$ cat src/rtl/sb_pkg.sv
package sb_pkg;
  parameter int NUM_REGS = 16;
  parameter int NUM_ADD  = 2;
  parameter int NUM_MUL  = 1;
  parameter int NUM_DIV  = 1;

  localparam int NUM_UNITS = NUM_ADD + NUM_MUL + NUM_DIV;
  localparam int REG_W     = $clog2(NUM_REGS);
  localparam int UNIT_W    = (NUM_UNITS > 1) ? $clog2(NUM_UNITS) : 1;
  localparam int CLASS_W   = 2;

  typedef enum logic [CLASS_W-1:0] {
    CLS_ADD  = 2'd0,
    CLS_MUL  = 2'd1,
    CLS_DIV  = 2'd2,
    CLS_NONE = 2'd3
  } unitClass_t;

  typedef logic [REG_W-1:0]  regIdx_t;
  typedef logic [UNIT_W-1:0] unitIdx_t;

  // one row of the unit status table
  typedef struct packed {
    logic                busy;
    logic [CLASS_W-1:0]  op;
    regIdx_t             fi;
    regIdx_t             fj;
    regIdx_t             fk;
    unitIdx_t            qj;
    unitIdx_t            qk;
    logic                qjValid;
    logic                qkValid;
    logic                rj;
    logic                rk;
    logic                readDone;
    logic                execDone;
  } fuEntry_t;

  // strobes from control to the tables
  typedef struct packed {
    logic                 issueEn;
    unitIdx_t             issueUnit;
    logic [NUM_UNITS-1:0] readEn;
    logic [NUM_UNITS-1:0] doneEn;
    logic [NUM_UNITS-1:0] writeEn;
  } sbStrobe_t;

  function automatic unitClass_t classOf(input int u);
    if (u < NUM_ADD) return CLS_ADD;
    if (u < NUM_ADD + NUM_MUL) return CLS_MUL;
    return CLS_DIV;
  endfunction
endpackage

$ cat src/rtl/sb_tables.sv
module sb_tables
  import sb_pkg::*;
(
  input  logic               clk,
  input  logic               rstN,
  input  sbStrobe_t          strobe,
  input  logic [CLASS_W-1:0] instClass,
  input  regIdx_t            instDst,
  input  regIdx_t            instSrcA,
  input  regIdx_t            instSrcB,
  output fuEntry_t           fuTab [NUM_UNITS],
  output logic [NUM_REGS-1:0] regBusy,
  output unitIdx_t           regOwner [NUM_REGS]
);
  logic     writeAny;
  unitIdx_t writeIdx;
  regIdx_t  wrDst;
  fuEntry_t newEnt;
  logic     fwdA, fwdB;

  assign writeAny = |strobe.writeEn;

  always_comb begin
    writeIdx = '0;
    for (int u = 0; u < NUM_UNITS; u++)
      if (strobe.writeEn[u]) writeIdx = unitIdx_t'(u);
  end

  assign wrDst = fuTab[writeIdx].fi;
  assign fwdA  = writeAny && (regOwner[instSrcA] == writeIdx);
  assign fwdB  = writeAny && (regOwner[instSrcB] == writeIdx);

  always_comb begin
    newEnt          = '0;
    newEnt.busy     = 1'b1;
    newEnt.op       = instClass;
    newEnt.fi       = instDst;
    newEnt.fj       = instSrcA;
    newEnt.fk       = instSrcB;
    newEnt.qj       = regOwner[instSrcA];
    newEnt.qk       = regOwner[instSrcB];
    newEnt.qjValid  = regBusy[instSrcA] && !fwdA;
    newEnt.qkValid  = regBusy[instSrcB] && !fwdB;
    newEnt.rj       = !newEnt.qjValid;
    newEnt.rk       = !newEnt.qkValid;
  end

  always_ff @(posedge clk or negedge rstN) begin
    if (!rstN) begin
      for (int u = 0; u < NUM_UNITS; u++) fuTab[u] <= '0;
      for (int r = 0; r < NUM_REGS; r++) begin
        regBusy[r]  <= 1'b0;
        regOwner[r] <= '0;
      end
    end else begin
      for (int u = 0; u < NUM_UNITS; u++) begin
        if (strobe.writeEn[u]) begin
          fuTab[u] <= '0;
        end else if (strobe.issueEn && strobe.issueUnit == unitIdx_t'(u)) begin
          fuTab[u] <= newEnt;
        end else begin
          if (strobe.doneEn[u]) fuTab[u].execDone <= 1'b1;
          if (strobe.readEn[u]) begin
            fuTab[u].readDone <= 1'b1;
            fuTab[u].rj       <= 1'b0;
            fuTab[u].rk       <= 1'b0;
          end
          if (writeAny && fuTab[u].qjValid && fuTab[u].qj == writeIdx) begin
            fuTab[u].rj      <= 1'b1;
            fuTab[u].qjValid <= 1'b0;
          end
          if (writeAny && fuTab[u].qkValid && fuTab[u].qk == writeIdx) begin
            fuTab[u].rk      <= 1'b1;
            fuTab[u].qkValid <= 1'b0;
          end
        end
      end
      for (int r = 0; r < NUM_REGS; r++) begin
        if (writeAny && wrDst == regIdx_t'(r)) regBusy[r] <= 1'b0;
        if (strobe.issueEn && instDst == regIdx_t'(r)) begin
          regBusy[r]  <= 1'b1;
          regOwner[r] <= strobe.issueUnit;
        end
      end
    end
  end
endmodule

$ cat src/rtl/sb_control.sv
module sb_control
  import sb_pkg::*;
(
  input  fuEntry_t             fuTab [NUM_UNITS],
  input  logic [NUM_REGS-1:0]  regBusy,
  input  logic                 instValid,
  input  logic [CLASS_W-1:0]   instClass,
  input  regIdx_t              instDst,
  input  logic [NUM_UNITS-1:0] unitDone,
  output sbStrobe_t            strobe
);
  logic                 found;
  unitIdx_t             pick;
  logic                 classOk;
  logic [NUM_UNITS-1:0] warBlock;
  logic [NUM_UNITS-1:0] writeReq;

  assign classOk = (unitClass_t'(instClass) != CLS_NONE);

  // lowest-index free unit of the requested class
  always_comb begin
    found = 1'b0;
    pick  = '0;
    for (int u = NUM_UNITS - 1; u >= 0; u--) begin
      if (!fuTab[u].busy && classOf(u) == unitClass_t'(instClass)) begin
        found = 1'b1;
        pick  = unitIdx_t'(u);
      end
    end
  end

  // a reader still holding the old value of unit u's destination
  always_comb begin
    for (int u = 0; u < NUM_UNITS; u++) begin
      warBlock[u] = 1'b0;
      for (int v = 0; v < NUM_UNITS; v++) begin
        if (v != u && fuTab[v].busy &&
            ((fuTab[v].rj && fuTab[v].fj == fuTab[u].fi) ||
             (fuTab[v].rk && fuTab[v].fk == fuTab[u].fi)))
          warBlock[u] = 1'b1;
      end
    end
  end

  always_comb begin
    for (int u = 0; u < NUM_UNITS; u++) begin
      writeReq[u]      = fuTab[u].busy && fuTab[u].execDone && !warBlock[u];
      strobe.readEn[u] = fuTab[u].busy && !fuTab[u].readDone && fuTab[u].rj && fuTab[u].rk;
      strobe.doneEn[u] = unitDone[u] && fuTab[u].busy && fuTab[u].readDone && !fuTab[u].execDone;
    end
    strobe.writeEn   = writeReq & (~writeReq + 1'b1);
    strobe.issueEn   = instValid && classOk && found && !regBusy[instDst];
    strobe.issueUnit = strobe.issueEn ? pick : '0;
  end
endmodule

$ cat src/rtl/sb_scoreboard.sv
module sb_scoreboard
  import sb_pkg::*;
(
  input  logic                 clk,
  input  logic                 rstN,
  input  logic                 instValid,
  input  logic [CLASS_W-1:0]   instClass,
  input  logic [REG_W-1:0]     instDst,
  input  logic [REG_W-1:0]     instSrcA,
  input  logic [REG_W-1:0]     instSrcB,
  input  logic [NUM_UNITS-1:0] unitDone,
  output logic                 issueAccept,
  output logic [UNIT_W-1:0]    issueUnit,
  output logic [NUM_UNITS-1:0] readGrant,
  output logic [NUM_UNITS-1:0] writeGrant
);
  sbStrobe_t           strobe;
  fuEntry_t            fuTab [NUM_UNITS];
  logic [NUM_REGS-1:0] regBusy;
  unitIdx_t            regOwner [NUM_REGS];

  sb_control uCtrl (
    .fuTab     (fuTab),
    .regBusy   (regBusy),
    .instValid (instValid),
    .instClass (instClass),
    .instDst   (instDst),
    .unitDone  (unitDone),
    .strobe    (strobe)
  );

  sb_tables uTab (
    .clk       (clk),
    .rstN      (rstN),
    .strobe    (strobe),
    .instClass (instClass),
    .instDst   (instDst),
    .instSrcA  (instSrcA),
    .instSrcB  (instSrcB),
    .fuTab     (fuTab),
    .regBusy   (regBusy),
    .regOwner  (regOwner)
  );

  assign issueAccept = strobe.issueEn;
  assign issueUnit   = strobe.issueUnit;
  assign readGrant   = strobe.readEn;
  assign writeGrant  = strobe.writeEn;
endmodule

$ cat config.mk
export PLATFORM = sky130hd
export DESIGN_NAME = sb_scoreboard
export DESIGN_NICKNAME = d
export VERILOG_FILES = /design/src/rtl/sb_pkg.sv /design/src/rtl/sb_tables.sv /design/src/rtl/sb_control.sv /design/src/rtl/sb_scoreboard.sv
export SDC_FILE = /design/constraint.sdc
export NUM_CORES = 1
export LEC_CHECK = 0
export ABC_AREA = 1
export BUFFER_PORTS_ARGS = -buffer_cell sky130_fd_sc_hd__buf_2
export CAP_MARGIN = 20
export CORE_ASPECT_RATIO = 1.1
export CORE_UTILIZATION = 45
export DETAILED_ROUTE_END_ITERATION = 8
export PLACE_DENSITY = 0.72
export RECOVER_POWER = 25
export SYNTH_ARGS = -nofsm -noshare
export SYNTH_HDL_FRONTEND = slang
export SYNTH_SLANG_ARGS = --single-unit
$ cat constraint.sdc
create_clock -name clk -period 2.4 [get_ports clk]
set_input_delay 0.12 -clock clk [delete_from_list [all_inputs] [get_ports clk]]
set_output_delay 0.12 -clock clk [all_outputs]
set_load 0.1 [all_outputs]
==> results.toml, run 1 <==
[run_status]
run_status = "finished with violations"
violations = "setup timing"

[clock_network]
cts_max_level = 4
clk_pin_slew_worst_paths_ns = 0.06
clk_root_buffer_cell = "clkbuf_16"
numCtsBuffers = 17
clk-insertion-delay-late_ns = 0.44
clock_path_buffers = 2
cts_tree = "yes"
cts_num_sinks = 140

[placed_design]
port_buffers = 31
place_ws_ns = -0.2622
place_congestion = 1.015
hpwlAfterDp_mm = 23.11
place_area_mm2 = 0.01009

[synthesis]
synth-seq-cells = 140
synth-main-ff-cell = "dfrtp_1"
yosys-top-cells-count = "nand2_1, dfrtp_1, inv_1"
yosysUniqueCellTypes = 38
synth_edf_count = 0
synthCells = 1241
netlist_area_mm2 = 0.008776
synth_top_area_frac = 0.3992
synth_nets = 1262
async_reset_ff_frac = 1.000
synth_seq_area_share = 0.3992
synthTopCellsByArea = "dfrtp_1, nand2_1, o21ai_0, inv_1, nand3_1"
yosys_warnings = 0
syn_avg_cell_area_um2 = 7.072
yosysTopAreaCell = "dfrtp_1"
yosysMostFrequentCell = "nand2_1"

[grt]
grt.total_usage = 0.3241
grt_pass1_wl_mm = 48.65
grt_max_degree = 70
grt_pass1_vias = 8761
gr-total-overflow = 0
antenna_found_initial = 0

[floorplan]
rows = 53
start_util = 0.4595
ios = 32
dieArea_mm2 = 0.02007
core_mm2 = 0.01910
die_y_um = 148.5
die_w_um = 135.2

[sta]
hold_viol_final = 0
max_freq_ghz = 0.3910
setup_violations = 33
slew-limit-headroom = 0.1617
tightest_slew_ns = 1.257
postLayoutSetupSlackWorst_ns = -0.1579
grt_setup_unrepaired = "true"
finClkSkew_ns = 0.01154
slew_viol_final = 0
timing.final.crit_period_ns = 2.558
period_share = 1.066
hold_slack_ns = 0.09545

[critical_path]
r2r_cells = 18
cp.arrival_ns = 2.44
path_class = "register to output port"
regToRegEndpoint = "uTab.regBusy[13]"
cp-end-kind = "output port"
regToRegSetupSlack_ns = -0.11
start_kind = "register"
cp.required_ns = 2.28
regToRegStartpoint = "uTab.fuTab[95]"
crit_fanout = 10

[layout]
area_growth_pct = 29.28
drive_gt1_frac = 0.2367
diodes = 0
design_area_mm2 = 0.01135
nNetsFinal = 1402
fin_util = 0.5941

[routing]
drtIter0Drc = 856
drt_wl_total_mm = 31.55
drtPass1Iterations = 5
via_count = 9147
drcViolationCount = 0
wl_per_cell_um = 19.22
drt-vias-per-instance = 5.574
final_antenna_net_count = 0

[power_and_ir_drop]
leakagePower_nw = 5.434
power.total_mw = 14.32
peakVddDrop_v = 0.0006612
power.density_mw_per_mm2 = 1262

[flow_run]
max-cap-violations = 0

[min_path]
holdPathEnd = "uTab.fuTab[94]"
min_from = "instDst[1]"
hold_path.class = "primary input to register"
min_delay_path_depth = 3
worst max-delay path, cell delays in order (launching register included):
cell and delay, ns:
dfrtp_2 0.45, buf_6 0.14, nand2_1 0.06, nand2_1 0.08, nor2_1 0.10, nand3b_1 0.10
nand2_1 0.11, nand2_2 0.10, nand2_4 0.10, nor2_8 0.05, nor2_8 0.17, nand2_8 0.12
buf_6 0.16, inv_2 0.08, buf_12 0.17
how the worst max path moves through the flow:
stage,depth (start not counted),endpoint,start
floorplan,17,uTab.fuTab[65],uTab.fuTab[96]
global placement,18,uTab.regBusy[12],uTab.fuTab[94]
detailed placement,19,uTab.regBusy[7],uTab.fuTab[94]
CTS,17,uTab.fuTab[2],uTab.fuTab[21]
global route,15,writeGrant[3],uTab.fuTab[68]
finish,14,writeGrant[3],uTab.fuTab[95]
layout make-up:
| type | count | area [um2] |
|---|---|---|
| fillers | 1710 | 7752 |
| multi-input cells | 906 | 4840 |
| flip-flops and latches | 140 | 3510 |
| repair buffers | 172 | 1509 |
| inverters | 144 | 561.8 |
| clock buffers | 24 | 511.7 |
| well taps | 247 | 309.0 |
| clock inverters | 8 | 105.1 |
timing repair:
| action | CTS | global route |
|---|---|---|
| buffers inserted | 11 | 8 |
| cloned | 0 | 2 |
| resized for setup | 52 | 47 |
| pin swaps | 27 | 17 |
| hold buffers | 5 | 0 |
| setup endpoints to repair | 36 | 87 |
| endpoints found under the hold margin | 50 | 0 |
report_power, final:
group	internal [mW]	switching (mW)
Sequential	3.13	0.800
Clock	1.70	1.05
Combinational	3.07	4.56
stage by stage:
stage	setup TNS [ns]	cells
2_1_floorplan	-10.52	1241
3_3_place_gp	-6.145	1584
3_5_place_dp	-6.317	1584
4_1_cts	-0.7581	1631
5_1_grt	-8.646	1641
6_report	-2.282	1641
flip-flops by register name (all words and copies together) (netlist names):
| register | count |
|---|---|
| uTab.regBusy | 16 |
| uTab.fuTab | 92 |
| uTab.regOwner | 32 |
per-layer routing:
| layer | up-vias | GRT usage | wire, um | part of all wire |
|---|---|---|---|---|
| li1 | 4336 | - | - | - |
| met1 | 4262 | 0.4104 | 12470 | 0.40 |
| met2 | 442 | 0.5236 | 15030 | 0.48 |
| met3 | 107 | 0.06033 | 2410 | 0.076 |
| met4 | 0 | 0.1730 | 1641 | 0.052 |
| met5 | - | 0 | 0 | 0 |
cells in the final DEF (no fill, tap or decap), drive strengths merged:
| master | n |
|---|---|
| nor2 | 107 |
| or2 | 2 |
| o2111ai | 1 |
| bufinv | 2 |
| o21ai | 123 |
| xor2 | 8 |
| inv | 144 |
| o211ai | 12 |
| dlygate4sd3 | 5 |
| nor3 | 1 |
| and3 | 2 |
| clkinvlp | 1 |
| a21boi | 2 |
| o21bai | 12 |
| nand3b | 2 |
| nor4 | 1 |
| nand4 | 14 |
| o22ai | 64 |
| o221ai | 3 |
| buf | 164 |
| nand2 | 392 |
| xnor2 | 21 |
| clkbuf | 27 |
| a21oi | 49 |
| clkinv | 5 |
| nand3 | 90 |
| dfrtp | 140 |
kinds of logic after synthesis:
family,after synthesis,synth area share
AND/OR/NAND/NOR,610,0.3047
AO/OA/AOI/OAI,266,0.1704
buffers and inverters,196,0.09681
flip-flops,140,0.3992
XOR/XNOR,29,0.02894
No activity file was read; power rests on OpenSTA's default activity.
==> inputs of run 2 (changes only) <==
==> constraint.sdc (replaced) <==
create_clock -name clk -period 2.6 [get_ports clk]
set_input_delay 0.13 -clock clk [delete_from_list [all_inputs] [get_ports clk]]
set_output_delay 0.13 -clock clk [all_outputs]
set_load 0.1 [all_outputs]
==> results.toml, run 2 (same netlist as run 1, synthesis figures left out) <==
[sta]
slew_viol_final = 0
tns_ns = 0
setup_violations = 0
hold_viol_final = 0
period_share = 0.9949
max_freq_ghz = 0.3866
slew-limit-headroom = 0.1569
timing.final.crit_period_ns = 2.587
grt_setup_unrepaired = "true"
tightest_slew_ns = 1.265
finClkSkew_ns = 0.007871

[placed_design]
hpwlAfterDp_mm = 23.01
port_buffers = 31
place_area_mm2 = 0.009889
place_congestion = 0.9824

[layout]
fin_util = 0.5733
area_growth_pct = 24.77
largest_reg_flops = 92
diodes = 0
final_common_cell = "nand2_1"
drive_gt1_frac = 0.2233
reg.largest.list = "uTab.fuTab: 92 flops, uTab.regOwner: 32 flops, uTab.regBusy: 16 flops"
nNetsFinal = 1392
regMostFlops = "uTab.fuTab"
design_area_mm2 = 0.01095
most-common-layout-cells = "nand2_1, dfrtp_1, buf_4, o21ai_0, inv_1"

[routing]
drtPass1Iterations = 7
via_count = 9143
drtIter0Drc = 863
wl_per_cell_um = 19.01
drt_wl_total_mm = 31.01
final_antenna_net_count = 0
drt-vias-per-instance = 5.606
drcViolationCount = 0

[power_and_ir_drop]
power.density_mw_per_mm2 = 1171
peakVddDrop_v = 0.0006636
leakagePower_nw = 5.278

[clock_network]
clk-insertion-delay-late_ns = 0.43
numCtsBuffers = 17
clk_root_buffer_cell = "clkbuf_16"
cts_tree = "yes"
cts_max_level = 4
clock_path_buffers = 2
clk_pin_slew_worst_paths_ns = 0.06
cts_num_sinks = 140

[critical_path]
cp.required_ns = 2.47
r2r_cells = 18
cp.arrival_ns = 2.46
cp-end-kind = "output port"
path_class = "register to output port"
start_kind = "register"
crit_fanout = 7

[grt]
grt_pass1_vias = 8631
grt_pass1_wl_mm = 47.73
antenna_found_initial = 0
grt_max_degree = 67
grt.total_usage = 0.3177
gr-total-overflow = 0

[floorplan]
ios = 32
core_mm2 = 0.01910
rows = 53
start_util = 0.4595
die_y_um = 148.5
die_w_um = 135.2
dieArea_mm2 = 0.02007

[min_path]
hold_path.class = "primary input to register"
min_delay_path_depth = 3

[run_status]
run_status = "completed"

[flow_run]
max-cap-violations = 0
==> run 2: changes by cell type in the layout (fill, tap and decap cells not counted), moves of 4 or more <==
cell	before	now
inv_2	24	32
nand3_1	73	80
inv_1	112	104
dfrtp_1	135	130
dfrtp_2	5	10
nand2_2	20	29
o22ai_2	20	0
clkinvlp_4	1	5
clkbuf_8	6	0
o22ai_1	44	64
buf_12	16	12
nand3_2	12	8
buf_6	14	7
nand2_1	357	353
==> run 2: path summary, 6_finish.rpt <==
check,start,end,slack (ns)
worst max-delay path,uTab.fuTab[93],writeGrant[1],0.01
worst min-delay path,instDst[1],uTab.fuTab[19],0.13
worst max register to register,uTab.fuTab[93],uTab.fuTab[5],0.08
worst min register to register,uTab.regOwner[11],uTab.regOwner[11],0.48
max in group asynchronous,rstN,uTab.regOwner[17],0.41
min in group asynchronous,rstN,uTab.fuTab[85],0.51
==> run 2: area by class of cell <==
cell class                      instances  area (um2)
Fill cell                            1763        8149
Multi-Input combinational cell        906        4603
Sequential cell                       140        3516
Timing Repair Buffer                  162        1358
Inverter                              144       564.3
Clock buffer                           18       429.2
Tap cell                              247       309.0
Clock inverter                         14       170.2
==> run 2: critical path: stages (launching register included) <==
cell and delay [ns]:
dfrtp_2 0.49, buf_4 0.17, nor2_1 0.09, nor2_1 0.05, nand3_1 0.07, nand2_1 0.07, nand2_2 0.11, nand2_4 0.07
nor2_8 0.19, inv_4 0.06, nand2_4 0.12, buf_12 0.14, clkinvlp_4 0.08, buf_4 0.14, buf_12 0.16
==> run 2: metal layers <==
| layer | up-vias | track usage | share of wire |
|---|---|---|---|
| met1 | 4240 | 0.3940 | 0.40 |
| met4 | 0 | 0.1792 | 0.054 |
| li1 | 4316 | - | - |
| met5 | - | 0 | 0 |
| met2 | 477 | 0.5146 | 0.47 |
| met3 | 110 | 0.06408 | 0.077 |
==> run 2: timing repair <==
item	4_1_cts	5_1_grt
pin swaps	1	24
endpoints found under the hold margin	51	0
setup endpoints to repair	21	37
gates resized for setup	8	71
hold buffers	5	0
setup buffers	5	17
gates cloned	0	2
==> run 2: where the power goes <==
group          switching [mW]  total (mW)  internal [mW]
logic                    4.04        6.64           2.61
clock network            1.01        2.52           1.51
registers               0.758        3.65           2.89
total                    5.81        12.8           7.01
==> run 2: through the flow <==
stage	hold WS, ns	power [mW]	instances	worst slack, ns
finish	0.1273	12.82	1631	0.01319
detailed placement	0.1010	9.529	1570	-0.05878
global placement	0.1030	9.473	1570	-0.08206
floorplan	-0.1656	7.485	1241	-0.1461
global route	0.1390	13.57	1631	-0.07092
CTS	0.1055	12.14	1612	0.01801
==> inputs of run 3 (changes only) <==
--- a/config.mk
+++ b/config.mk
@@ -11,7 +11,7 @@
 export CORE_ASPECT_RATIO = 1.1
 export CORE_UTILIZATION = 45
 export DETAILED_ROUTE_END_ITERATION = 8
-export PLACE_DENSITY = 0.72
+export PLACE_DENSITY = 0.66
 export RECOVER_POWER = 25
 export SYNTH_ARGS = -nofsm -noshare
 export SYNTH_HDL_FRONTEND = slang
==> results.toml, run 3 (same netlist as run 1, synthesis figures left out) <==
[placed_design]
dp_cells = 1559
place_area_mm2 = 0.009819
hpwlAfterDp_mm = 23.47
place_congestion = 1.034
port_buffers = 31
place_ws_ns = -0.04077

[clock_network]
clk_pin_slew_worst_paths_ns = 0.07
numCtsBuffers = 17
clock_path_buffers = 2
clk-insertion-delay-late_ns = 0.45
clk_root_buffer_cell = "clkbuf_16"
cts_tree = "yes"
cts_max_level = 4
cts_num_sinks = 140

[layout]
final_common_cell = "nand2_1"
seqCellArea_mm2 = 0.003516
final_cells = 1625
nNetsFinal = 1385
most-common-layout-cells = "nand2_1, dfrtp_1, inv_1, o21ai_0, buf_4"
design_area_mm2 = 0.01106
drive_gt1_frac = 0.2273
area_growth_pct = 26.03
fillers = 1788
multi_input_area_mm2 = 0.004664
regMostFlops = "uTab.fuTab"
reg.largest.list = "uTab.fuTab: 92 flops, uTab.regOwner: 32 flops, uTab.regBusy: 16 flops"
largest_reg_flops = 92

[grt]
grt.total_usage = 0.3272
grt_pass1_wl_mm = 48.88
grt_max_degree = 74
antenna_found_initial = 0
grt_pass1_vias = 8713
gr-total-overflow = 0

[critical_path]
cp.required_ns = 2.93
path_class = "register to register"
crit_start = "uTab.fuTab[70]"
regToRegStartpoint = "uTab.fuTab[70]"
start_kind = "register"
crit_fanout = 5
cp.arrival_ns = 2.91
r2r_cells = 18
cp-end-kind = "register"

[routing]
drtIter0Drc = 803
drt-vias-per-instance = 5.650
via_count = 9182
wl_met3_mm = 2.323
wl_met1_mm = 12.79
top_layer_used = "met4"
wl_met2_mm = 15.10
drt_wl_total_mm = 32.02
drcViolationCount = 0
drtPass1Iterations = 5
wl_per_cell_um = 19.70
final_antenna_net_count = 0

[sta]
slew_viol_final = 0
max_freq_ghz = 0.3873
period_share = 0.9932
tightest_slew_ns = 1.019
grt_setup_unrepaired = "true"
timing.final.crit_period_ns = 2.582
slew-limit-headroom = 0.3209
hold_viol_final = 0
postLayoutSetupSlackWorst_ns = 0.01774
hold_slack_ns = 0.1318
finClkSkew_ns = 0.01287
setup_violations = 0

[power_and_ir_drop]
power.total_mw = 13.14
leakagePower_nw = 5.290
peakVddDrop_v = 0.0006581
power.density_mw_per_mm2 = 1188

[min_path]
hold_path.class = "primary input to register"
min_from = "instDst[1]"
min_delay_path_depth = 3

[floorplan]
start_util = 0.4595
core_mm2 = 0.01910
dieArea_mm2 = 0.02007
rows = 53
ios = 32
die_y_um = 148.5
die_w_um = 135.2

[flow_run]
max-cap-violations = 0

[run_status]
run_status = "completed"
## run 3: per-layer routing
metal | vias up | GRT usage
li1 | 4306 | -
met1 | 4309 | 0.4101
met2 | 458 | 0.5274
met3 | 109 | 0.06237
met4 | 0 | 0.1854
met5 | - | 0
## run 3: worst paths after layout
path / endpoint / slack, ns
worst max register to register: uTab.regBusy[5] / 0.02
max in group asynchronous: uTab.fuTab[95] / 1.05
worst min-delay path: uTab.fuTab[69] / 0.13
min in group asynchronous: uTab.fuTab[64] / 0.14
worst max-delay path: uTab.regBusy[5] / 0.02
worst min register to register: uTab.regOwner[7] / 0.49
## run 3: final cells by class
type,count,share of cell area
inverters,144,0.05124
diodes,1,0.0002262
repair buffers,154,0.1229
clock inverters,15,0.01900
multi-input cells,906,0.4217
well taps,247,0.02794
repair inverters,1,0.0006787
flip-flops and latches,140,0.3179
clock buffers,17,0.03846
## run 3: critical path, cell delays in order, from the launching register on
cell and delay [ns]:
dfrtp_2 0.44, buf_12 0.15, nand2_1 0.06, nand2_1 0.07, nor2_2 0.14, nand3_1 0.08
nand2_1 0.12, nand2_2 0.07, nand2_2 0.08, nor2_4 0.06, nor2_8 0.19, nand2_8 0.12
clkbuf_16 0.18, nand3_1 0.06, nand3_1 0.09, nand2_2 0.15, nand3_2 0.12, o21bai_1 0.21
nand2_1 0.07
## run 3: what timing repair did
item,4_1_cts,5_1_grt
gates cloned,0,4
hold buffers,5,0
gates resized for setup,4,91
setup buffers,0,24
setup endpoints to repair,15,38
pin swaps,0,33
hold endpoints to repair,37,0
## run 3: where the power goes
group          switching [mW]  total, mW  leakage [nW]  internal (mW)
sequential              0.761       3.66          1.82           2.90
combinational            4.15       6.80          3.17           2.65
clock                    1.06       2.68         0.299           1.62
## run 3: per-stage QoR
step,setup TNS [ns],util
after floorplan,-1.932,-
after global placement,-0.003061,0.5142
after detailed placement,-0.08618,0.5142
after CTS,0,0.5504
after global routing,-1.294,0.5790
final,0,0.5791
